==> config.mk <==
export PLATFORM = sky130hd
export DESIGN_NAME = xlat_unit
export DESIGN_NICKNAME = d
export VERILOG_FILES = /design/src/rtl/xlat_pkg.sv /design/src/rtl/xlat_walker.sv /design/src/rtl/xlat_tags.sv /design/src/rtl/xlat_unit.sv
export SDC_FILE = /design/constraint.sdc
export NUM_CORES = 1
export LEC_CHECK = 0
export ABC_CLOCK_PERIOD_IN_PS = 2740
export BUFFER_PORTS_ARGS = -buffer_cell sky130_fd_sc_hd__buf_4
export CAP_MARGIN = 10
export CORE_ASPECT_RATIO = 1.4
export CORE_UTILIZATION = 45
export CTS_CLUSTER_SIZE = 14
export DETAILED_ROUTE_END_ITERATION = 8
export GPL_ROUTABILITY_DRIVEN = 0
export GPL_TIMING_DRIVEN = 1
export PLACE_DENSITY_LB_ADDON = 0.08
export SLEW_MARGIN = 10
export SYNTH_ARGS = -nofsm -noshare
export SYNTH_HDL_FRONTEND = slang
export SYNTH_SLANG_ARGS = --single-unit
==> constraint.sdc <==
create_clock -name clk -period 2.74 [get_ports clk]
set_input_delay 0.274 -clock clk [delete_from_list [all_inputs] [get_ports clk]]
set_output_delay 0.274 -clock clk [all_outputs]
set_load 0.01 [all_outputs]
==> src/rtl/xlat_pkg.sv <==
package xlat_pkg;

  // access kind carried with each request
  typedef enum logic [1:0] {
    ACC_LOAD  = 2'd0,
    ACC_STORE = 2'd1,
    ACC_FETCH = 2'd2
  } acc_kind_e;

  // response fault code
  typedef enum logic [1:0] {
    FLT_NONE  = 2'd0,
    FLT_DISK  = 2'd1,
    FLT_NOMAP = 2'd2,
    FLT_PROT  = 2'd3
  } fault_e;

  // page-table entry layout
  localparam int PTE_W        = 32;
  localparam int PTE_RES_BIT  = 31;
  localparam int PTE_DISK_BIT = 30;
  localparam int PTE_WR_BIT   = 1;
  localparam int PTE_PFN_LSB  = 12;
  localparam int PAGE_OFF_W   = 12;

endpackage

==> src/rtl/xlat_walker.sv <==
module xlat_walker #(
  parameter int VPN_W = 20,
  parameter int PA_W  = 30
) (
  input  logic             clk,
  input  logic             rst,
  input  logic             start,
  input  logic [VPN_W-1:0] vpn,
  input  logic [PA_W-1:0]  ptbase,
  input  logic             mem_rsp_valid,
  output logic             idle,
  output logic             done,
  output logic             mem_req_valid,
  output logic [PA_W-1:0]  mem_req_addr
);

  typedef enum logic [1:0] {WK_IDLE, WK_SEND, WK_WAIT} wk_state_e;

  wk_state_e state_q;

  always_ff @(posedge clk) begin
    if (rst) begin
      state_q       <= WK_IDLE;
      mem_req_valid <= 1'b0;
      mem_req_addr  <= '0;
    end else begin
      case (state_q)
        WK_IDLE: begin
          if (start) begin
            state_q       <= WK_SEND;
            mem_req_valid <= 1'b1;
            mem_req_addr  <= ptbase + PA_W'({vpn, 2'b00});
          end
        end
        WK_SEND: begin
          state_q       <= WK_WAIT;
          mem_req_valid <= 1'b0;
        end
        WK_WAIT: begin
          if (mem_rsp_valid) state_q <= WK_IDLE;
        end
        default: state_q <= WK_IDLE;
      endcase
    end
  end

  assign idle = (state_q == WK_IDLE);
  assign done = (state_q == WK_WAIT) && mem_rsp_valid;

endmodule

==> src/rtl/xlat_tags.sv <==
module xlat_tags #(
  parameter int ENTRIES = 2,
  parameter int VPN_W   = 20,
  parameter int PID_W   = 4,
  parameter int PFN_W   = 18
) (
  input  logic             clk,
  input  logic             rst,
  input  logic             flush,
  // lookup
  input  logic [VPN_W-1:0] lk_vpn,
  input  logic [PID_W-1:0] lk_pid,
  output logic             lk_hit,
  output logic [(ENTRIES>1 ? $clog2(ENTRIES) : 1)-1:0] lk_idx,
  output logic [PFN_W-1:0] lk_pfn,
  output logic             lk_wr,
  output logic             lk_dirty,
  // hit update
  input  logic             touch_en,
  input  logic [(ENTRIES>1 ? $clog2(ENTRIES) : 1)-1:0] touch_idx,
  input  logic             touch_store,
  // install
  input  logic             fill_en,
  input  logic [VPN_W-1:0] fill_vpn,
  input  logic [PID_W-1:0] fill_pid,
  input  logic [PFN_W-1:0] fill_pfn,
  input  logic             fill_wr,
  input  logic             fill_dirty
);

  localparam int IDX_W = (ENTRIES > 1) ? $clog2(ENTRIES) : 1;

  typedef struct packed {
    logic             vld;
    logic             used;
    logic             wr;
    logic             dirty;
    logic [VPN_W-1:0] vpn;
    logic [PID_W-1:0] pid;
    logic [PFN_W-1:0] pfn;
  } ent_t;

  ent_t             ent_q [ENTRIES];
  logic [IDX_W-1:0] rr_q;
  logic [ENTRIES-1:0] match;

  logic [IDX_W-1:0] vic_idx;
  logic             vic_tie;
  logic [IDX_W-1:0] cand;
  logic             found_free;
  logic             found_old;

  // parallel tag comparators, one per entry
  for (genvar e = 0; e < ENTRIES; e++) begin : g_cmp
    assign match[e] = ent_q[e].vld && (ent_q[e].vpn == lk_vpn) && (ent_q[e].pid == lk_pid);
  end

  always_comb begin
    lk_hit   = |match;
    lk_idx   = '0;
    lk_pfn   = '0;
    lk_wr    = 1'b0;
    lk_dirty = 1'b0;
    for (int e = 0; e < ENTRIES; e++) begin
      if (match[e]) begin
        lk_idx   = IDX_W'(e);
        lk_pfn   = ent_q[e].pfn;
        lk_wr    = ent_q[e].wr;
        lk_dirty = ent_q[e].dirty;
      end
    end
  end

  // victim choice: free slot, then unused slot from pointer, then pointer
  always_comb begin
    vic_idx    = rr_q;
    vic_tie    = 1'b1;
    cand       = rr_q;
    found_old  = 1'b0;
    found_free = 1'b0;
    for (int k = 0; k < ENTRIES; k++) begin
      cand = rr_q + IDX_W'(k);
      if (!found_old && !ent_q[cand].used) begin
        vic_idx   = cand;
        vic_tie   = 1'b0;
        found_old = 1'b1;
      end
    end
    for (int e = 0; e < ENTRIES; e++) begin
      if (!found_free && !ent_q[e].vld) begin
        vic_idx    = IDX_W'(e);
        vic_tie    = 1'b0;
        found_free = 1'b1;
      end
    end
  end

  always_ff @(posedge clk) begin
    if (rst) begin
      rr_q <= '0;
      for (int e = 0; e < ENTRIES; e++) ent_q[e] <= '0;
    end else begin
      if (fill_en && !flush && vic_tie) rr_q <= vic_idx + IDX_W'(1);
      for (int e = 0; e < ENTRIES; e++) begin
        if (flush) begin
          ent_q[e].vld <= 1'b0;
        end else if (fill_en) begin
          if (vic_idx == IDX_W'(e)) begin
            ent_q[e].vld   <= 1'b1;
            ent_q[e].used  <= 1'b1;
            ent_q[e].wr    <= fill_wr;
            ent_q[e].dirty <= fill_dirty;
            ent_q[e].vpn   <= fill_vpn;
            ent_q[e].pid   <= fill_pid;
            ent_q[e].pfn   <= fill_pfn;
          end else begin
            ent_q[e].used <= 1'b0;
          end
        end else if (touch_en && touch_idx == IDX_W'(e)) begin
          ent_q[e].used <= 1'b1;
          if (touch_store) ent_q[e].dirty <= 1'b1;
        end
      end
    end
  end

endmodule

==> src/rtl/xlat_unit.sv <==
module xlat_unit
  import xlat_pkg::*;
#(
  parameter int VA_W    = 32,
  parameter int PA_W    = 30,
  parameter int PID_W   = 4,
  parameter int ENTRIES = 2
) (
  input  logic             clk,
  input  logic             rst,
  input  logic             req_valid,
  output logic             req_ready,
  input  logic [VA_W-1:0]  req_vaddr,
  input  logic [1:0]       req_kind,
  input  logic [PID_W-1:0] req_pid,
  input  logic             flush,
  input  logic             ptbase_we,
  input  logic [PA_W-1:0]  ptbase_wdata,
  output logic             mem_req_valid,
  output logic [PA_W-1:0]  mem_req_addr,
  input  logic             mem_rsp_valid,
  input  logic [31:0]      mem_rsp_data,
  output logic             resp_valid,
  output logic             resp_hit,
  output logic [1:0]       resp_fault,
  output logic             resp_dirty,
  output logic [PA_W-1:0]  resp_paddr
);

  localparam int OFF_W = PAGE_OFF_W;
  localparam int VPN_W = VA_W - OFF_W;
  localparam int PFN_W = PA_W - OFF_W;
  localparam int IDX_W = (ENTRIES > 1) ? $clog2(ENTRIES) : 1;

  logic [PA_W-1:0]  ptbase_q;
  logic             wk_idle, wk_done;
  logic             accept, hit_acc, miss_acc, is_store, hit_prot;
  logic             lk_hit, lk_wr, lk_dirty;
  logic [IDX_W-1:0] lk_idx;
  logic [PFN_W-1:0] lk_pfn;

  logic [VPN_W-1:0] pend_vpn;
  logic [PID_W-1:0] pend_pid;
  logic [OFF_W-1:0] pend_off;
  logic             pend_store;

  logic             pte_res, pte_disk, pte_wr, walk_prot, fill_en;
  logic [PFN_W-1:0] pte_pfn;

  assign req_ready = wk_idle && !flush;
  assign accept    = req_valid && req_ready;
  assign is_store  = (req_kind == ACC_STORE);
  assign hit_acc   = accept && lk_hit;
  assign miss_acc  = accept && !lk_hit;
  assign hit_prot  = is_store && !lk_wr;

  assign pte_res   = mem_rsp_data[PTE_RES_BIT];
  assign pte_disk  = mem_rsp_data[PTE_DISK_BIT];
  assign pte_wr    = mem_rsp_data[PTE_WR_BIT];
  assign pte_pfn   = mem_rsp_data[PTE_PFN_LSB +: PFN_W];
  assign walk_prot = pend_store && !pte_wr;
  assign fill_en   = wk_done && pte_res && !flush;

  always_ff @(posedge clk) begin
    if (rst) ptbase_q <= '0;
    else if (ptbase_we) ptbase_q <= ptbase_wdata;
  end

  always_ff @(posedge clk) begin
    if (rst) begin
      pend_vpn   <= '0;
      pend_pid   <= '0;
      pend_off   <= '0;
      pend_store <= 1'b0;
    end else if (miss_acc) begin
      pend_vpn   <= req_vaddr[VA_W-1:OFF_W];
      pend_pid   <= req_pid;
      pend_off   <= req_vaddr[OFF_W-1:0];
      pend_store <= is_store;
    end
  end

  xlat_tags #(
    .ENTRIES (ENTRIES),
    .VPN_W   (VPN_W),
    .PID_W   (PID_W),
    .PFN_W   (PFN_W)
  ) u_tags (
    .clk         (clk),
    .rst         (rst),
    .flush       (flush),
    .lk_vpn      (req_vaddr[VA_W-1:OFF_W]),
    .lk_pid      (req_pid),
    .lk_hit      (lk_hit),
    .lk_idx      (lk_idx),
    .lk_pfn      (lk_pfn),
    .lk_wr       (lk_wr),
    .lk_dirty    (lk_dirty),
    .touch_en    (hit_acc),
    .touch_idx   (lk_idx),
    .touch_store (is_store && lk_wr),
    .fill_en     (fill_en),
    .fill_vpn    (pend_vpn),
    .fill_pid    (pend_pid),
    .fill_pfn    (pte_pfn),
    .fill_wr     (pte_wr),
    .fill_dirty  (pend_store && pte_wr)
  );

  xlat_walker #(
    .VPN_W (VPN_W),
    .PA_W  (PA_W)
  ) u_walker (
    .clk           (clk),
    .rst           (rst),
    .start         (miss_acc),
    .vpn           (req_vaddr[VA_W-1:OFF_W]),
    .ptbase        (ptbase_q),
    .mem_rsp_valid (mem_rsp_valid),
    .idle          (wk_idle),
    .done          (wk_done),
    .mem_req_valid (mem_req_valid),
    .mem_req_addr  (mem_req_addr)
  );

  // registered response
  always_ff @(posedge clk) begin
    if (rst) begin
      resp_valid <= 1'b0;
      resp_hit   <= 1'b0;
      resp_fault <= FLT_NONE;
      resp_dirty <= 1'b0;
      resp_paddr <= '0;
    end else begin
      resp_valid <= 1'b0;
      if (hit_acc) begin
        resp_valid <= 1'b1;
        resp_hit   <= 1'b1;
        resp_fault <= hit_prot ? FLT_PROT : FLT_NONE;
        resp_dirty <= lk_dirty || (is_store && lk_wr);
        resp_paddr <= hit_prot ? '0 : {lk_pfn, req_vaddr[OFF_W-1:0]};
      end else if (wk_done) begin
        resp_valid <= 1'b1;
        resp_hit   <= 1'b0;
        if (pte_res) begin
          resp_fault <= walk_prot ? FLT_PROT : FLT_NONE;
          resp_dirty <= pend_store && pte_wr;
          resp_paddr <= walk_prot ? '0 : {pte_pfn, pend_off};
        end else begin
          resp_fault <= pte_disk ? FLT_DISK : FLT_NOMAP;
          resp_dirty <= 1'b0;
          resp_paddr <= '0;
        end
      end
    end
  end

endmodule

==> qor.txt, run 1 <==
outcome = complete, no violations
number of inserted diodes = 0
Antenna Violating Nets Remaining = 0
worst min-delay path class = input port to register
Synth Area per Inst = 10.0 sq um
post-synthesis register bit count = 229
number of nets in the final layout = 1367
Worst-Skew Late Latency = 0.50 ns
synthesis-to-layout area growth = 25.0%
Num Clock Sinks = 229
smallest setup slack after layout = 0.186 ns
most used cell along the critical path = a21oi_4
power density relative to cell area = 597 nW/um^2
maximum fanout count along the critical path = 4
maximum vdd ir drop = 0.438 mV
vias in the first global route = 8100
transition time at the pin with the least slew margin = 0.774 ns
top-level I/O count = 173
effective utilization at floorplan = 0.459
cell with the most instances after synthesis = dfxtp_1
HPWL after detailed placement = 18600 microns
routed via count = 8224
Setup WS pre-CTS = -0.0417 ns
count of synthesis-stage warnings from yosys = 0
Filler Cell Count = 2101
wirelength, routed = 27200 microns
core region area = 23300 sq um
die footprint = 24400 sq um
register-to-register path setup slack = 0.19 ns
total power after layout = 7970 uW
number of CTS-inserted buffers = 23
root cell of the clock tree = clkbuf_16
most common flop cell mapped by yosys = dfxtp_1
crit path DAT = 2.97 ns
Cell variety after synth = 66
mean number of vias per cell = 5.27
post-synthesis cell type with the largest combined area = dfxtp_1
number of rows created at floorplan = 66
number of non-filler instances in the completed layout = 1562
clock tree from TritonCTS = done
worst clock skew = 0.00753 ns
async set-or-reset flop fraction in the synthesized netlist = 0
placed insts = 1505
kind of launch point of the worst setup path = register
post-synthesis sequential area ratio = 0.515
Post-synth EDFFs = 91
Worst path slowest cell = fa_1
Syn Nets = 1191
data required time of the critical path = 3.15 ns
Worst R2R Path Depth = 11
source of the critical timing path = ptbase_q[2]
Max Clock Freq = 391 MHz
width of the chip = 132 microns
end-of-flow core utilization = 0.573
number of buffers between clock root and the deepest sink = 3
Rel. slew slack = 0.484
total negative slack for setup checks = 0 ns
vertical die dimension = 184 microns
final worst path period share = 0.932
Static Leakage = 0.00541 uW
first-pass GRT wire length = 43200 microns
longest individual stage delay on the worst path = 0.38 ns
aggregate global-route resource usage = 0.226
number of antenna violations at the first check in global routing = 0
WL per Instance = 17.4 microns
Crit Path Category = register to register
end of the critical path = u_walker.mem_req_addr[24]
overflow left after global routing = 0
most frequent cells after synthesis = 138 x dfxtp_1, 126 x nand2_1, 103 x nor2_1
source of the worst hold timing path = ptbase_wdata[5]
number of instances in the synthesized netlist = 1064
RSZ-0062 raised after global routing = false
remaining routing DRC violations = 0
clock input transition at the sequential cells of the worst setup and hold paths = 0.06 ns
number of H-tree levels = 1
max-capacitance violation count = 0
Worst R2R Start = ptbase_q[2]
worst path cell trace = ha_2, inv_1, fa_1, nand2b_4, a21oi_4, o41ai_2, o31a_1, a21oi_4, o2111ai_1, xor2_1, a211oi_1
Hold Violations, Final = 0
number of setup violations in the final report = 0
kind of end point of the critical path = register
netlist area before placement = 10700 sq um
final number of max-transition violations = 0
ranking of synthesized cells by area = dfxtp_1 26%, edfxtp_1 26%, and2_1 5.2%
largest net degree at the start of global routing = 71
Reg-to-Reg End = u_walker.mem_req_addr[24]
IO buf count = 161
initial detailed-routing violation count = 447
number of iterations in the first detailed-routing pass = 6
crit path time final = 2.55 ns
top cell type's share of synthesized area = 0.259
fraction of layout cells with a size suffix above 1 = 0.233
## area by class of cell
class / count / area, sq um / share of cell area
repair buffers: 210 / 1720 / 0.129
well taps: 306 / 383 / 0.0287
clock inverters: 11 / 104 / 0.00778
flip-flops and latches: 229 / 5500 / 0.412
inverters: 19 / 71.3 / 0.00534
multi-input cells: 757 / 4890 / 0.367
clock buffers: 30 / 684 / 0.0513
## worst max-delay path, delay by kind of cell (launching register included)
| family | cells | cell delay (ns) |
|---|---|---|
| buffers and inverters | 1 | 0.05 |
| AO/OA/AOI/OAI | 6 | 1.18 |
| AND/OR/NAND/NOR | 1 | 0.18 |
| flip-flops | 1 | 0.34 |
| adder cells (fa/ha/maj) | 2 | 0.56 |
| XOR/XNOR | 1 | 0.16 |
## state kept, by name (all words and copies together) (netlist names), 2 cells and up, named ones only
signal	cells
resp_fault	2
u_walker.mem_req_addr	30
resp_paddr	30
u_walker.state_q	2
pend_pid	4
u_tags.ent_q	92
pend_vpn	20
pend_off	12
ptbase_q	30
## power breakdown
group          switching, uW  leakage, uW  total (uW)  internal [uW]
logic                    518      0.00297         954            436
registers               79.8      0.00207        3770           3690
clock network           1300     0.000382        3240           1940
total                   1900      0.00541        7970           6070
## cell families after synthesis
kind of cell / count (synthesis) / synth area share
mux: 53 / 0.0519
flops: 229 / 0.515
simple gates: 423 / 0.200
buf+inv: 78 / 0.0321
fa+ha+maj: 21 / 0.0253
compound gates: 194 / 0.122
xor+xnor: 66 / 0.0541
## per-stage QoR
| step | instance area, sq um | hold WS (ns) |
|---|---|---|
| after floorplan | 10700 | 0.410 |
| after global placement | 12400 | 0.440 |
| after detailed placement | 12400 | 0.447 |
| after CTS | 13300 | 0.000763 |
| after global routing | 13300 | 0.00475 |
| final | 13300 | 0.0167 |
## layout by cell type (no fill, tap or decap), types with 16 or more instances in the layout
cell type and instances:
nor2_1 103, mux2_2 19, mux2i_1 34, inv_1 19
clkbuf_16 25, edfxtp_1 91, nor3_1 26, xnor2_1 50
dfxtp_1 138, xor2_1 16, nand2_1 126, dlygate4sd3_1 16
buf_4 186, a21oi_1 88, ha_1 19, and2_1 89
o21ai_0 30
## layer usage
metal | wire length, microns | part of all wire | GRT usage | vias to the layer above
li1 | - | - | - | 4081
met1 | 11300 | 0.41 | 0.262 | 3919
met2 | 14000 | 0.51 | 0.425 | 191
met3 | 1320 | 0.048 | 0.0371 | 33
met4 | 646 | 0.024 | 0.0671 | 0
met5 | 0 | 0 | 0 | -
## what timing repair did
action                                  CTS  global route
endpoints found under the setup margin    0            19
endpoints found under the hold margin    15             1
setup buffers                             0             0
gates resized for setup                   0             7
hold buffers                             15             1
## worst min-delay path by stage
stage | to | slack (ns) | cells past startpoint
5_1_grt | ptbase_q[17] | 0.005 | 3
2_1_floorplan | pend_off[0] | 0.41 | 2
3_3_place_gp | u_walker.mem_req_addr[7] | 0.44 | 2
6_report | ptbase_q[5] | 0.02 | 3
4_1_cts | ptbase_q[14] | 0.0008 | 3
3_5_place_dp | pend_off[9] | 0.45 | 2
Power figures use the tool's default switching activity.
==> run 2: changes to the inputs <==
Settings changed: CAP_MARGIN 10 to 25, CORE_ASPECT_RATIO 1.4 to unset.
==> qor.txt, run 2 (same netlist as run 1, synthesis figures left out) <==
clock input transition at the sequential cells of the worst setup and hold paths = 0.06 ns
worst min-delay path class = input port to register
root cell of the clock tree = clkbuf_16
WL per Instance = 16.6 microns
transition time at the pin with the least slew margin = 0.817 ns
most common cell after layout, fill and taps aside = buf_4
Area after DPL = 12400 sq um
Worst path slowest cell = fa_1
number of setup violations in the final report = 0
number of buffers between clock root and the deepest sink = 3
cell depth of the worst min-delay path = 3
core region area = 23400 sq um
crit path DAT = 3.00 ns
wirelength, routed = 26700 microns
RSZ-0062 raised after global routing = false
Antenna Violating Nets Remaining = 0
number of iterations in the first detailed-routing pass = 5
top-level I/O count = 173
flip-flop count of the largest register, all copies and words added = 92
end-of-flow core utilization = 0.586
routed via count = 8299
mean number of vias per cell = 5.15
Static Leakage = 0.00560 uW
crit path time final = 2.56 ns
Worst-Skew Late Latency = 0.53 ns
number of buffers inserted by post-CTS setup repair = 0
Rel. slew slack = 0.455
number of inserted diodes = 0
Post-Route Hold Slack = 0.0129 ns
number of rows created at floorplan = 56
data required time of the critical path = 3.18 ns
effective utilization at floorplan = 0.456
clock tree from TritonCTS = done
kind of end point of the critical path = register
number of antenna violations at the first check in global routing = 0
max-capacitance violation count = 0
fraction of layout cells with a size suffix above 1 = 0.239
synthesis-to-layout area growth = 28.4%
maximum vdd ir drop = 0.390 mV
Largest Register = u_tags.ent_q
Hold Violations, Final = 0
power density relative to cell area = 595 nW/um^2
remaining routing DRC violations = 0
first-pass GRT wire length = 41600 microns
outcome = complete, no violations
width of the chip = 156 microns
HPWL after detailed placement = 18000 microns
post-route cell area = 13700 sq um
number of CTS-inserted buffers = 26
Worst R2R Path Depth = 11
Max Clock Freq = 391 MHz
number of nets in the final layout = 1399
initial detailed-routing violation count = 398
final worst path period share = 0.933
longest individual stage delay on the worst path = 0.38 ns
largest net degree at the start of global routing = 72
Crit Path Category = register to register
final number of max-transition violations = 0
maximum fanout count along the critical path = 4
IO buf count = 161
die footprint = 24300 sq um
Num Clock Sinks = 229
worst clock skew = 0.00893 ns
aggregate global-route resource usage = 0.218
number of H-tree levels = 1
overflow left after global routing = 0
worst path cell trace = ha_1, inv_1, fa_1, nand2b_4, a21oi_2, o41ai_2, o31a_1, a21oi_4, o2111ai_1, xor2_1, a211oi_1
kind of launch point of the worst setup path = register
leading cell types in the layout, fill and taps excluded = 192 x buf_4, 138 x dfxtp_1, 126 x nand2_1
vertical die dimension = 156 microns
vias in the first global route = 7954
## run 2: cell types whose count changed in the layout (fill, tap and decap cells not counted), sizes merged
cell         delta
clkinv          +6
dlygate4sd3    +22
bufinv          -1
inv             -1
buf             +7
clkbuf          +4
clkinvlp        -1
## run 2: worst paths after layout
kind / start / endpoint / slack, ns
worst max-delay path: ptbase_q[2] / u_walker.mem_req_addr[26] / 0.18
worst min-delay path: req_vaddr[5] / pend_off[5] / 0.01
worst max register to register: ptbase_q[2] / u_walker.mem_req_addr[26] / 0.18
worst min register to register: u_walker.mem_req_addr[5] / u_walker.mem_req_addr[5] / 0.45
## run 2: final cells by class
class                   instances  area, sq um
clock buffers                  34          752
clock inverters                14         98.8
fillers                      2123         9690
inverters                      19         71.3
multi-input cells             757         4890
flip-flops and latches        229         5500
well taps                     319          399
repair buffers                239         2000
## run 2: repair_timing
| item | in CTS | in global routing |
|---|---|---|
| setup endpoints to repair | 0 | 7 |
| gates resized for setup | 0 | 6 |
| hold buffers | 38 | 0 |
| endpoints found under the hold margin | 38 | 0 |
## run 2: worst max-delay path: cells and delay by family (launching register included)
kind                       cells  cell delay [ns]
DFF                            1             0.34
xor gates and xnor gates       1             0.16
adders and majority gates      2             0.56
AOI/OAI and AO/OA              6             1.20
and+or+nand+nor                1             0.16
buffers and inverters          1             0.06
## run 2: per-stage QoR
step                instances  setup TNS [ns]  total power, uW  worst slack (ns)
global placement         1525               0             4780            0.0131
floorplan                1064               0             4360             0.261
CTS                      1611               0             8240            0.0128
finish                   1611               0             8170             0.183
global route             1611               0             8480           0.00994
detailed placement       1525         -0.0193             4790           -0.0164
## run 2: metal layers
layer | vias up | wire, microns | track usage
li1 | 4151 | - | -
met1 | 3944 | 12200 | 0.285
met2 | 173 | 13100 | 0.384
met3 | 31 | 1110 | 0.0292
met4 | 0 | 348 | 0.0448
met5 | - | 0 | 0
## run 2: report_power, final
part	total [uW]	internal (uW)	switching, uW	leakage [uW]
registers	3770	3690	79.1	0.00207
logic	990	467	523	0.00310
clock network	3400	2020	1380	0.000428
